--- src/rtl/uart_rx_pkg.sv ---
package uart_rx_pkg;

    typedef enum logic [2:0] {
        ST_IDLE,
        ST_START,
        ST_DATA,
        ST_PAR,
        ST_STOP
    } rx_state_e;

    typedef struct packed {
        logic frame;
        logic parity;
        logic overrun;
    } rx_flags_t;

endpackage

--- src/rtl/uart_rx_sync.sv ---
module uart_rx_sync #(
    parameter int STAGES = 2
) (
    input  logic clk,
    input  logic rst_n,
    input  logic din,
    output logic dout
);
    logic [STAGES-1:0] sh_d, sh_q;

    always_comb begin
        sh_d = {sh_q[STAGES-2:0], din};
    end

    always_ff @(posedge clk or negedge rst_n) begin
        if (!rst_n) sh_q <= '1;
        else        sh_q <= sh_d;
    end

    assign dout = sh_q[STAGES-1];
endmodule

--- src/rtl/uart_rx_frame.sv ---
module uart_rx_frame
    import uart_rx_pkg::*;
#(
    parameter int OS_RATE = 16,
    parameter int DATA_W  = 8
) (
    input  logic              clk,
    input  logic              rst_n,
    input  logic              rx_s,
    input  logic              tick,
    input  logic              cfg_par_en,
    input  logic              cfg_par_even,
    input  logic              cfg_msb_first,
    input  logic              cfg_seven_bit,
    input  logic              cfg_two_stop,
    output logic              busy,
    output logic              done,
    output logic [DATA_W-1:0] ch_data,
    output logic              ch_fe,
    output logic              ch_pe,
    output logic              ch_brk
);
    localparam int CNT_W = $clog2(OS_RATE);
    localparam int BIT_W = $clog2(DATA_W);
    localparam logic [CNT_W-1:0] MID_CNT  = CNT_W'(OS_RATE / 2 - 1);
    localparam logic [CNT_W-1:0] LAST_CNT = CNT_W'(OS_RATE - 1);
    localparam logic [BIT_W-1:0] LAST_FULL  = BIT_W'(DATA_W - 1);
    localparam logic [BIT_W-1:0] LAST_SHORT = BIT_W'(DATA_W - 2);

    typedef struct packed {
        rx_state_e         st;
        logic [CNT_W-1:0]  cnt;
        logic [BIT_W-1:0]  bitn;
        logic [DATA_W-1:0] sh;
        logic              acc;
        logic              ones;
        logic              stop2;
        logic              fe;
        logic              pe;
        logic              prev;
        logic              done;
        logic              brk;
        logic [DATA_W-1:0] dout;
    } fr_t;

    fr_t r_d, r_q;
    logic [BIT_W-1:0] last_bit;
    logic             fin_fe, fin_ones, at_end;

    always_comb begin
        r_d      = r_q;
        r_d.done = 1'b0;
        r_d.prev = rx_s;
        last_bit = cfg_seven_bit ? LAST_SHORT : LAST_FULL;
        fin_fe   = r_q.fe | ~rx_s;
        fin_ones = r_q.ones | rx_s;
        at_end   = tick && (r_q.cnt == LAST_CNT);
        if (tick && !at_end && r_q.st != ST_IDLE && r_q.st != ST_START) begin
            r_d.cnt = r_q.cnt + 1'b1;
        end
        case (r_q.st)
            ST_IDLE: begin
                if (r_q.prev && !rx_s) begin
                    r_d.st  = ST_START;
                    r_d.cnt = '0;
                end
            end
            ST_START: begin
                if (tick) begin
                    if (r_q.cnt == MID_CNT) begin
                        if (!rx_s) begin
                            r_d.st    = ST_DATA;
                            r_d.cnt   = '0;
                            r_d.bitn  = '0;
                            r_d.sh    = '0;
                            r_d.acc   = 1'b0;
                            r_d.ones  = 1'b0;
                            r_d.stop2 = 1'b0;
                            r_d.fe    = 1'b0;
                            r_d.pe    = 1'b0;
                        end else begin
                            r_d.st = ST_IDLE;
                        end
                    end else begin
                        r_d.cnt = r_q.cnt + 1'b1;
                    end
                end
            end
            ST_DATA: begin
                if (at_end) begin
                    r_d.cnt  = '0;
                    r_d.sh   = cfg_msb_first ? {r_q.sh[DATA_W-2:0], rx_s}
                                             : {rx_s, r_q.sh[DATA_W-1:1]};
                    r_d.acc  = r_q.acc ^ rx_s;
                    r_d.ones = fin_ones;
                    if (r_q.bitn == last_bit) begin
                        r_d.st = cfg_par_en ? ST_PAR : ST_STOP;
                    end else begin
                        r_d.bitn = r_q.bitn + 1'b1;
                    end
                end
            end
            ST_PAR: begin
                if (at_end) begin
                    r_d.cnt  = '0;
                    r_d.pe   = (r_q.acc ^ rx_s) ^ ~cfg_par_even;
                    r_d.ones = fin_ones;
                    r_d.st   = ST_STOP;
                end
            end
            ST_STOP: begin
                if (at_end) begin
                    r_d.cnt  = '0;
                    r_d.fe   = fin_fe;
                    r_d.ones = fin_ones;
                    if (cfg_two_stop && !r_q.stop2) begin
                        r_d.stop2 = 1'b1;
                    end else begin
                        r_d.st   = ST_IDLE;
                        r_d.done = 1'b1;
                        r_d.brk  = ~fin_ones;
                        r_d.dout = (cfg_seven_bit && !cfg_msb_first) ? (r_q.sh >> 1) : r_q.sh;
                    end
                end
            end
            default: r_d.st = ST_IDLE;
        endcase
    end

    always_ff @(posedge clk or negedge rst_n) begin
        if (!rst_n) begin
            r_q      <= '0;
            r_q.st   <= ST_IDLE;
            r_q.prev <= 1'b1;
        end else begin
            r_q <= r_d;
        end
    end

    assign busy    = (r_q.st != ST_IDLE);
    assign done    = r_q.done;
    assign ch_data = r_q.dout;
    assign ch_fe   = r_q.fe;
    assign ch_pe   = r_q.pe;
    assign ch_brk  = r_q.brk;

    p_glitch_idle_r2: assert property (@(posedge clk) disable iff (!rst_n)
        (r_q.st == ST_START && tick && r_q.cnt == MID_CNT && rx_s) |=> (!busy && !done));

    p_par_off_r4: assert property (@(posedge clk) disable iff (!rst_n)
        (done && !cfg_par_en) |-> !ch_pe);

    p_brk_fe_r10: assert property (@(posedge clk) disable iff (!rst_n)
        (done && ch_brk) |-> ch_fe);

    p_done_idle_r11: assert property (@(posedge clk) disable iff (!rst_n)
        done |-> !busy);
endmodule

--- src/rtl/uart_rx_status.sv ---
module uart_rx_status
    import uart_rx_pkg::*;
#(
    parameter int DATA_W = 8
) (
    input  logic              clk,
    input  logic              rst_n,
    input  logic              done,
    input  logic [DATA_W-1:0] ch_data,
    input  logic              ch_fe,
    input  logic              ch_pe,
    input  logic              ch_brk,
    input  logic              cfg_err_accept,
    input  logic              cfg_brk_accept,
    input  logic              rd,
    output logic [DATA_W-1:0] rd_data,
    output logic              ready,
    output logic              fe,
    output logic              pe,
    output logic              oe,
    output logic              any
);
    typedef struct packed {
        logic [DATA_W-1:0] data;
        logic              ready;
        rx_flags_t         fl;
        logic              any;
    } st_t;

    st_t s_d, s_q;
    logic store;

    always_comb begin
        if (ch_brk)              store = done && cfg_brk_accept;
        else if (ch_fe || ch_pe) store = done && cfg_err_accept;
        else                     store = done;

        s_d = s_q;
        if (rd) begin
            s_d.ready = 1'b0;
            s_d.fl    = '0;
        end
        if (store) begin
            s_d.data       = ch_data;
            s_d.ready      = 1'b1;
            s_d.fl.frame   = s_d.fl.frame | ch_fe;
            s_d.fl.parity  = s_d.fl.parity | ch_pe;
            s_d.fl.overrun = s_d.fl.overrun | (s_q.ready && !rd);
        end
        s_d.any = s_d.fl.frame | s_d.fl.parity | s_d.fl.overrun;
    end

    always_ff @(posedge clk or negedge rst_n) begin
        if (!rst_n) s_q <= '0;
        else        s_q <= s_d;
    end

    assign rd_data = s_q.data;
    assign ready   = s_q.ready;
    assign fe      = s_q.fl.frame;
    assign pe      = s_q.fl.parity;
    assign oe      = s_q.fl.overrun;
    assign any     = s_q.any;

    p_any_or_r7: assert property (@(posedge clk) disable iff (!rst_n)
        any == (fe | pe | oe));

    p_read_clears_r8: assert property (@(posedge clk) disable iff (!rst_n)
        (rd && !done) |=> (!ready && !any));

    p_overrun_r6: assert property (@(posedge clk) disable iff (!rst_n)
        (store && ready && !rd) |=> oe);

    p_err_drop_r9: assert property (@(posedge clk) disable iff (!rst_n)
        (done && !ch_brk && (ch_fe || ch_pe) && !cfg_err_accept && !rd)
            |=> ($stable(ready) && $stable(rd_data) && $stable(any)));

    p_brk_drop_r10: assert property (@(posedge clk) disable iff (!rst_n)
        (done && ch_brk && !cfg_brk_accept && !rd) |=> ($stable(ready) && $stable(any)));
endmodule

--- src/rtl/uart_rx_core.sv ---
module uart_rx_core #(
    parameter int OS_RATE     = 16,
    parameter int DATA_W      = 8,
    parameter int SYNC_STAGES = 2
) (
    input  logic              clk,
    input  logic              rst_n,
    input  logic              rx_in,
    input  logic              os_tick,
    input  logic              cfg_par_en,
    input  logic              cfg_par_even,
    input  logic              cfg_msb_first,
    input  logic              cfg_seven_bit,
    input  logic              cfg_two_stop,
    input  logic              cfg_err_accept,
    input  logic              cfg_brk_accept,
    input  logic              rd_strobe,
    output logic [DATA_W-1:0] rd_data,
    output logic              rx_ready,
    output logic              err_frame,
    output logic              err_parity,
    output logic              err_overrun,
    output logic              err_any,
    output logic              busy
);
    logic              rx_s;
    logic              done;
    logic [DATA_W-1:0] ch_data;
    logic              ch_fe, ch_pe, ch_brk;

    uart_rx_sync #(.STAGES(SYNC_STAGES)) i_sync (
        .clk  (clk),
        .rst_n(rst_n),
        .din  (rx_in),
        .dout (rx_s)
    );

    uart_rx_frame #(.OS_RATE(OS_RATE), .DATA_W(DATA_W)) i_frame (
        .clk          (clk),
        .rst_n        (rst_n),
        .rx_s         (rx_s),
        .tick         (os_tick),
        .cfg_par_en   (cfg_par_en),
        .cfg_par_even (cfg_par_even),
        .cfg_msb_first(cfg_msb_first),
        .cfg_seven_bit(cfg_seven_bit),
        .cfg_two_stop (cfg_two_stop),
        .busy         (busy),
        .done         (done),
        .ch_data      (ch_data),
        .ch_fe        (ch_fe),
        .ch_pe        (ch_pe),
        .ch_brk       (ch_brk)
    );

    uart_rx_status #(.DATA_W(DATA_W)) i_status (
        .clk           (clk),
        .rst_n         (rst_n),
        .done          (done),
        .ch_data       (ch_data),
        .ch_fe         (ch_fe),
        .ch_pe         (ch_pe),
        .ch_brk        (ch_brk),
        .cfg_err_accept(cfg_err_accept),
        .cfg_brk_accept(cfg_brk_accept),
        .rd            (rd_strobe),
        .rd_data       (rd_data),
        .ready         (rx_ready),
        .fe            (err_frame),
        .pe            (err_parity),
        .oe            (err_overrun),
        .any           (err_any)
    );
endmodule

--- config.mk ---
export PLATFORM = sky130hd
export DESIGN_NAME = uart_rx_core
export DESIGN_NICKNAME = d
export VERILOG_FILES = /design/src/rtl/uart_rx_pkg.sv /design/src/rtl/uart_rx_sync.sv /design/src/rtl/uart_rx_frame.sv /design/src/rtl/uart_rx_status.sv /design/src/rtl/uart_rx_core.sv
export SDC_FILE = /design/constraint.sdc
export NUM_CORES = 1
export LEC_CHECK = 0
export CORE_ASPECT_RATIO = 1.5
export CORE_MARGIN = 5
export CORE_UTILIZATION = 60
export DETAILED_ROUTE_END_ITERATION = 10
export GPL_ROUTABILITY_DRIVEN = 0
export GPL_TIMING_DRIVEN = 0
export PLACE_DENSITY = 0.84
export SLEW_MARGIN = 5
export SYNTH_ARGS = -nofsm -noshare
export SYNTH_HDL_FRONTEND = slang
export SYNTH_SLANG_ARGS = --single-unit
--- constraint.sdc ---
create_clock -name clk -period 4.3 [get_ports clk]
set_clock_uncertainty 0.05 [all_clocks]
set_input_delay 0.86 -clock clk [delete_from_list [all_inputs] [get_ports clk]]
set_output_delay 0.86 -clock clk [all_outputs]
set_load 0.02 [all_outputs]
==> results.toml, run 1 <==
[floorplan]
ios = 26
fp.coreArea_sq_um = 3960
die_w_um = 62.1
initial_core_util_pct = 61.8
dieArea_sq_um = 5480
row_count = 28
die_h_um = 88.2

[timing]
post-route-min-period_ns = 2.93
slew_headroom_pct = 56.0
fmax_mhz = 342
hold_violations = 0
worst_pin_slew_ns = 0.658
rsz0062_at_grt = "no"
fin_tns_setup_ns = 0
setup_viol = 0
fin_crit_sh_pct = 68.1
final_max_slew_viol_count = 0

[worst_setup_path]
cp-start-kind = "flip-flop"
path_max_fanout = 10
worstSetupPathType = "reg2out"
path_cells = "clkbuf_1 -> inv_1 -> nand2_1 -> clkdlybuf4s50_1"
cp_num_buf_inv = 3
reg2reg_to = "i_frame.r_q[32]"
cp_top_family = "buffers and inverters"
critPathCaptureType = "output pin"
cp.depth = 4
r2r_cells = 8
slowest_stage = "clkdlybuf4s50_1"
r2r_slack_ns = 2.08
worstPathArrival_ns = 2.02
required_ns = 3.39
reg2reg_from = "i_frame.r_q[27]"
critPathMaxStageDelay_ns = 0.62

[placed_design]
port_buffers = 24
dp_cells = 330
dp_hpwl_um = 3640
place_area_sq_um = 2760

[power]
p_leak_uw = 0.00132
power_density_nw_per_um2 = 445
total_power_uw = 1290
ir_worst_vdd_v = 0.000375

[clock_tree]
cts_max_level = 2
cts_setup_buffers = 0
cts_sinks = 49
worstSkewPairLatency_ns = 0.31
cts_root_buf = "clkbuf_8"
clk_pin_slew_ns = 0.09
cts.path.max_buffers = 2
cts_hold_buf = 0
cts_resized = 0
numCtsBuffers = 5
tritoncts = "done"

[route]
vias_per_cell = 5.86
drt_iter0_drc = 104
wire_per_inst_um = 14.7
drtAntennaViolNets = 0
vias = 1981
dr.pass1.iters = 4
drc_errors = 0
wirelength_um = 4970

[synthesis]
netlist_instances = 260
muxShareOfSynthArea_pct = 6.60
synth_compound_area_share_pct = 16.1
synthAdderAreaFrac_pct = 1.02
synth_edf_count = 0
ys.flop_type = "dfrtp_1"
avgSynthCellArea_sq_um = 9.40
netlist-cell-type-count = 49
async_reset_ff_share_pct = 100
ys_ff_latch = 49
ys_warn_count = 0
seq_area_frac_synth_pct = 50.3
synth_top_family_by_area = "simple AND/OR/NAND/NOR gates"
syn_area_sq_um = 2440
synth-xor-area-share_pct = 1.43
syn_nets = 274
yosys.area_share.simple_pct = 20.3

[final_layout]
stdcell_area_sq_um = 2890
antenna_cells = 0
num-fill-cells = 320
syn_to_final_growth_pct = 18.4
drive_above_1_share_pct = 8.87
fin_nets = 306
post-route-util_pct = 73.1
mostFrequentLayoutCells = "nand2_1 (46), dfrtp_1 (46), o21ai_0 (28)"
multiInputGateArea_sq_um = 1110
regArea_sq_um = 1230
fin_cells = 338

[grt]
grt_max_degree = 41
grt_pass1_vias = 1931
grt-ovfl-total = 0
grt_usage_pct = 19.7
grt_pass1_wl_um = 8780
antenna_found_initial = 0

[worst_hold_path]
hold_path.class = "reg2reg"
hold_path_startpoint = "i_sync.sh_q[0]"
timing.hold.worst_path_depth = 0
whs_endpoint = "i_sync.sh_q[1]"

[run]
drv_cap = 0

[outcome]
outcome = "completed"
-- kinds of logic (layout without fill, tap and decap cells) --
group           after synthesis  count (layout)
compound gates               62              62
xor+xnor                      4               4
fa+ha+maj                     2               2
buf+inv                      23              56
flops                        49              49
mux                          16              16
simple gates                104             104
-- sequential cells by signal (all words and copies together) (netlist names), 2 cells and up --
register          cells
i_frame.r_q          22
i_sync.sh_q           2
i_status.rd_data      8
i_frame.ch_data       8
-- where the power goes --
part / switching (uW) / total [uW] / internal [uW]
combinational: 195 / 342 / 146
sequential: 47.7 / 556 / 508
clock: 157 / 391 / 234
total: 400 / 1290 / 889
-- cells in the mapped netlist (4+ instances only) --
master    instances  area share, %
nand2b_1          4            1.0
nand2_1          46            7.1
a21oi_1          10            2.0
nor3b_1           4            1.2
o21ai_0          28            5.7
clkbuf_1          7            1.1
mux2i_1          15            6.1
nand3_1          19            3.9
nor2_1           15            2.3
inv_1             8            1.2
buf_2             5            1.0
dfrtp_1          46             47
-- metrics by stage --
step | hold slack, ns | setup slack, ns
after global routing | 0.319 | 1.22
after CTS | 0.312 | 1.38
final | 0.311 | 1.37
after detailed placement | 0.299 | 1.42
after floorplan | 0.295 | 2.04
after global placement | 0.296 | 0.997
-- worst max path at each step --
stage                          from              end
floorplan                   os_tick  i_frame.r_q[33]
global placement              rst_n  i_frame.r_q[27]
detailed placement          os_tick  i_frame.r_q[18]
CTS                 i_frame.r_q[33]             busy
global route        i_frame.r_q[33]             busy
finish              i_frame.r_q[33]             busy
-- per-layer routing --
metal	share of wire (%)	GRT usage, %	vias to the layer above
li1	-	-	981
met1	40	21.6	933
met2	54	36.2	55
met3	4.4	3.59	12
met4	2.5	9.86	0
met5	0	0	-
-- cell type report --
type | count | area share, %
flip-flops and latches | 49 | 42.5
multi-input cells | 188 | 38.3
repair buffers | 25 | 8.82
plain buffers | 15 | 2.59
clock buffers | 5 | 2.38
clock inverters | 3 | 2.38
well taps | 45 | 1.95
inverters | 8 | 1.04
(Power assumes the default switching activity.)
==> run 2: changes to the inputs <==
- CORE_UTILIZATION: 60 -> 50
- PLACE_DENSITY: 0.84 -> 0.75
- clock period: 4.3 -> 2.6 ns (I/O delays scaled with it)
==> run 2 against run 1 <==
- global-route usage is 2.8 points lower
- register-to-register slack worse by 1.7 ns
- clock power is 45% higher
- worst setup slack worse by 1.2 ns
- critical path depth stayed put
- design area is 0.26% higher
- non-clock buffer count is 1 lower
- sequential power is 66% higher
- wire length is 4.0% lower
- sequential share of layout area is 0.11 points lower
- first-iteration DRC count is 29% lower
- utilization is 12 points lower
- critical endpoint unchanged
==> results.toml, run 2 (synthesized netlist as in run 1, its figures left out) <==
[floorplan]
initial_core_util_pct = 51.2
fp.coreArea_sq_um = 4770
row_count = 31
die_h_um = 95.6
die_w_um = 67.1
ios = 26
dieArea_sq_um = 6420

[clock_tree]
cts_sinks = 49
worstSkewPairLatency_ns = 0.30
clk_pin_slew_ns = 0.09
cts.path.max_buffers = 2
numCtsBuffers = 5
cts_max_level = 2
tritoncts = "done"
cts_resized = 0
cts_hold_buf = 0
cts_setup_buffers = 0
cts_root_buf = "clkbuf_8"

[worst_setup_path]
critPathMaxStageDelay_ns = 0.56
cp-start-kind = "flip-flop"
critPathCaptureType = "output pin"
worstPathArrival_ns = 1.89
path_cells = "buf_2 -> nor2_2 -> nand2_1 -> clkdlybuf4s50_1"
path_max_fanout = 10
required_ns = 2.03
worstSetupPathType = "reg2out"
r2r_cells = 8
slowest_stage = "clkdlybuf4s50_1"

[route]
vias = 1935
drc_errors = 0
drt_iter0_drc = 74
dr.pass1.iters = 4
wirelength_um = 4770
wire_per_inst_um = 13.3
drtAntennaViolNets = 0
vias_per_cell = 5.41

[power]
ir_worst_vdd_v = 0.000428
power_density_nw_per_um2 = 707
p_leak_uw = 0.00131

[final_layout]
regArea_sq_um = 1230
largest_register = "i_frame.r_q"
syn_to_final_growth_pct = 18.7
mostFrequentLayoutCells = "nand2_1 (46), dfrtp_1 (46), o21ai_0 (28)"
num-fill-cells = 422
largest_reg_flops = 22
multiInputGateArea_sq_um = 1110
fin_nets = 305
antenna_cells = 0
drive_above_1_share_pct = 9.25

[timing]
fin_crit_sh_pct = 94.7
hold_slack_ns = 0.0273
post-route-min-period_ns = 2.46
slew_headroom_pct = 55.4
rsz0062_at_grt = "no"
fmax_mhz = 406
setup_viol = 0
worst_slack_ns = 0.139
worst_pin_slew_ns = 0.669
hold_violations = 0
final_max_slew_viol_count = 0

[grt]
grt-ovfl-total = 0
grt_max_degree = 40
grt_usage_pct = 16.9
antenna_found_initial = 0
grt_pass1_vias = 1918
grt_pass1_wl_um = 8470

[placed_design]
pre_cts_ws_ns = 0.0176
dp_hpwl_um = 3560
port_buffers = 24

[outcome]
outcome = "completed"

[worst_hold_path]
hold_path.class = "in2async"

[run]
drv_cap = 0
-- run 2: worst paths after layout --
check	startpoint	slack, ns	endpoint
max	i_frame.r_q[31]	0.14	busy
min	rst_n	0.03	i_frame.r_q[24]
min reg2reg	i_sync.sh_q[0]	0.31	i_sync.sh_q[1]
max in group asynchronous	rst_n	1.91	i_sync.sh_q[0]
max reg2reg	i_frame.r_q[27]	0.38	i_frame.ch_data[3]
min in group clk	i_sync.sh_q[0]	0.31	i_sync.sh_q[1]
-- run 2: metrics by stage --
stage / cells / cell area, sq um / total power (uW) / setup TNS [ns] / util [%]
detailed placement: 351 / 2780 / 1490 / 0 / 58.3
CTS: 359 / 2900 / 2060 / 0 / 60.8
finish: 358 / 2900 / 2050 / 0 / 60.8
global route: 358 / 2900 / 2180 / 0 / 60.8
global placement: 350 / 2770 / 1470 / -18.66 / 58.0
floorplan: 260 / 2440 / 1340 / 0 / -
-- run 2: power breakdown --
part | switching, uW | leakage [uW] | internal (uW)
combinational | 318 | 0.000600 | 244
sequential | 82.1 | 0.000648 | 841
clock | 253 | 0.0000574 | 313
-- run 2: final cells by class --
class                   instances  share of cell area (%)
multi-input cells             188                    38.3
well taps                      66                    2.85
flip-flops and latches         49                    42.4
clock inverters                 2                    1.29
plain buffers                  14                    2.46
inverters                       8                    1.03
clock buffers                   6                    2.85
repair buffers                 25                    8.80
-- run 2: per-layer routing --
| layer | routed length, um | track usage (%) |
|---|---|---|
| met5 | 0 | 0 |
| met4 | 103 | 6.60 |
| met3 | 243 | 2.83 |
| met2 | 2460 | 30.4 |
| met1 | 1960 | 19.6 |
-- run 2: worst max-delay path, delay by kind of cell (launching register included) --
family                 cells  cell delay [ns]
flip-flops                 1             0.43
buffers and inverters      2             0.76
AND/OR/NAND/NOR            2             0.39
==> run 3: changes to the inputs <==
- PLACE_DENSITY: 0.75 -> 0.77
==> run 3 against run 2 <==
- count of clock-buffer cells in the layout shrank 1
- via count grew 1.4%
- register-to-register slack lost 0.03 ns
- total power shrank 4.8%
- combinational power grew 0.7%
- cell count is the same
- worst hold slack gained 0.17 ns
==> results.toml, run 3 (synthesized netlist as in run 1, its figures left out) <==
[outcome]
outcome = "completed"

[timing]
fin_tns_setup_ns = 0
post-route-min-period_ns = 2.49
worst_pin_slew_ns = 0.692
hold_violations = 0
final_max_slew_viol_count = 0
setup_viol = 0
worst_slack_ns = 0.106
fin_crit_sh_pct = 95.9
slew_headroom_pct = 53.9
rsz0062_at_grt = "no"
fmax_mhz = 401

[power]
power_density_nw_per_um2 = 677
ir_worst_vdd_v = 0.000439
p_leak_uw = 0.00129
total_power_uw = 1950

[final_layout]
antenna_cells = 0
mostFrequentLayoutCells = "nand2_1 (46), dfrtp_1 (46), o21ai_0 (28)"
num-fill-cells = 436
syn_to_final_growth_pct = 18.0
fin_nets = 305
drive_above_1_share_pct = 9.25
largest_register = "i_frame.r_q"
largest_reg_flops = 22

[floorplan]
dieArea_sq_um = 6420
ios = 26
initial_core_util_pct = 51.2
die_w_um = 67.1
die_h_um = 95.6
fp.coreArea_sq_um = 4770
row_count = 31

[route]
drtAntennaViolNets = 0
wire_per_inst_um = 13.4
dr.pass1.iters = 4
vias = 1962
drc_errors = 0
drt_iter0_drc = 95
vias_per_cell = 5.48
wirelength_um = 4800

[grt]
grt-ovfl-total = 0
grt_max_degree = 30
grt_pass1_wl_um = 8450
grt_pass1_vias = 1930
antenna_found_initial = 0
grt_usage_pct = 16.9

[clock_tree]
clk_pin_slew_ns = 0.09
cts.path.max_buffers = 2
cts_sinks = 49
cts_max_level = 2
cts_root_buf = "clkbuf_8"
tritoncts = "done"
numCtsBuffers = 5
cts_hold_buf = 0
worstSkewPairLatency_ns = 0.31

[worst_setup_path]
reg2reg_from = "i_frame.r_q[27]"
critPathLaunch = "i_frame.r_q[31]"
critPathCaptureType = "output pin"
required_ns = 2.03
path_max_fanout = 10
worstSetupPathType = "reg2out"
worstPathArrival_ns = 1.92
cp-start-kind = "flip-flop"

[placed_design]
dp_hpwl_um = 3670
port_buffers = 24
pre_cts_ws_ns = 0.0146

[run]
drv_cap = 0

[worst_hold_path]
hold_path.class = "in2async"
## run 3: report_power, final
group          internal (uW)  switching (uW)
Combinational            244             322
Clock                    196             266
Sequential               841            82.3
Total                   1280             671
## run 3: stage by stage
stage	utilization, %	area [sq um]	cells	hold slack (ns)
3_3_place_gp	58.0	2770	350	0.296
6_report	60.5	2880	358	0.201
5_1_grt	60.5	2880	358	0.249
3_5_place_dp	58.5	2790	351	0.297
2_1_floorplan	-	2440	260	0.174
4_1_cts	60.5	2890	359	0.214
## run 3: final timing paths
check | end | slack [ns] | cells after the start
worst max-delay path | busy | 0.11 | 4
worst min register to register | i_sync.sh_q[1] | 0.31 | 0
min in group clk | i_sync.sh_q[1] | 0.31 | 0
worst min-delay path | i_status.pe | 0.20 | 1
worst max register to register | i_frame.r_q[32] | 0.35 | 8
max in group asynchronous | i_frame.r_q[19] | 1.76 | 2
## run 3: per-layer routing
| metal | part of all wire (%) | track usage [%] |
|---|---|---|
| met1 | 41 | 19.7 |
| met2 | 51 | 29.0 |
| met3 | 4.5 | 2.83 |
| met4 | 2.7 | 8.80 |
| met5 | 0 | 0 |
## run 3: worst max-delay path, stage by stage, from the launching register on
cell	delay, ns
dfrtp_1	0.44
buf_2	0.21
nor2_2	0.27
nand2_1	0.14
clkdlybuf4s50_1	0.56
## run 3: cell type report
| class | instances | area, sq um | share of cell area (%) |
|---|---|---|---|
| well taps | 66 | 82.6 | 2.86 |
| plain buffers | 14 | 71.3 | 2.47 |
| inverters | 8 | 30.0 | 1.04 |
| clock inverters | 3 | 26.3 | 0.911 |
| multi-input cells | 188 | 1110 | 38.6 |
| repair buffers | 25 | 263 | 9.11 |
| flip-flops and latches | 49 | 1230 | 42.6 |
| clock buffers | 5 | 68.8 | 2.39 |
## run 3: repair_timing
action	4_1_cts	5_1_grt
setup buffers	0	0
resized for setup	0	1
endpoints found under the setup margin	0	1
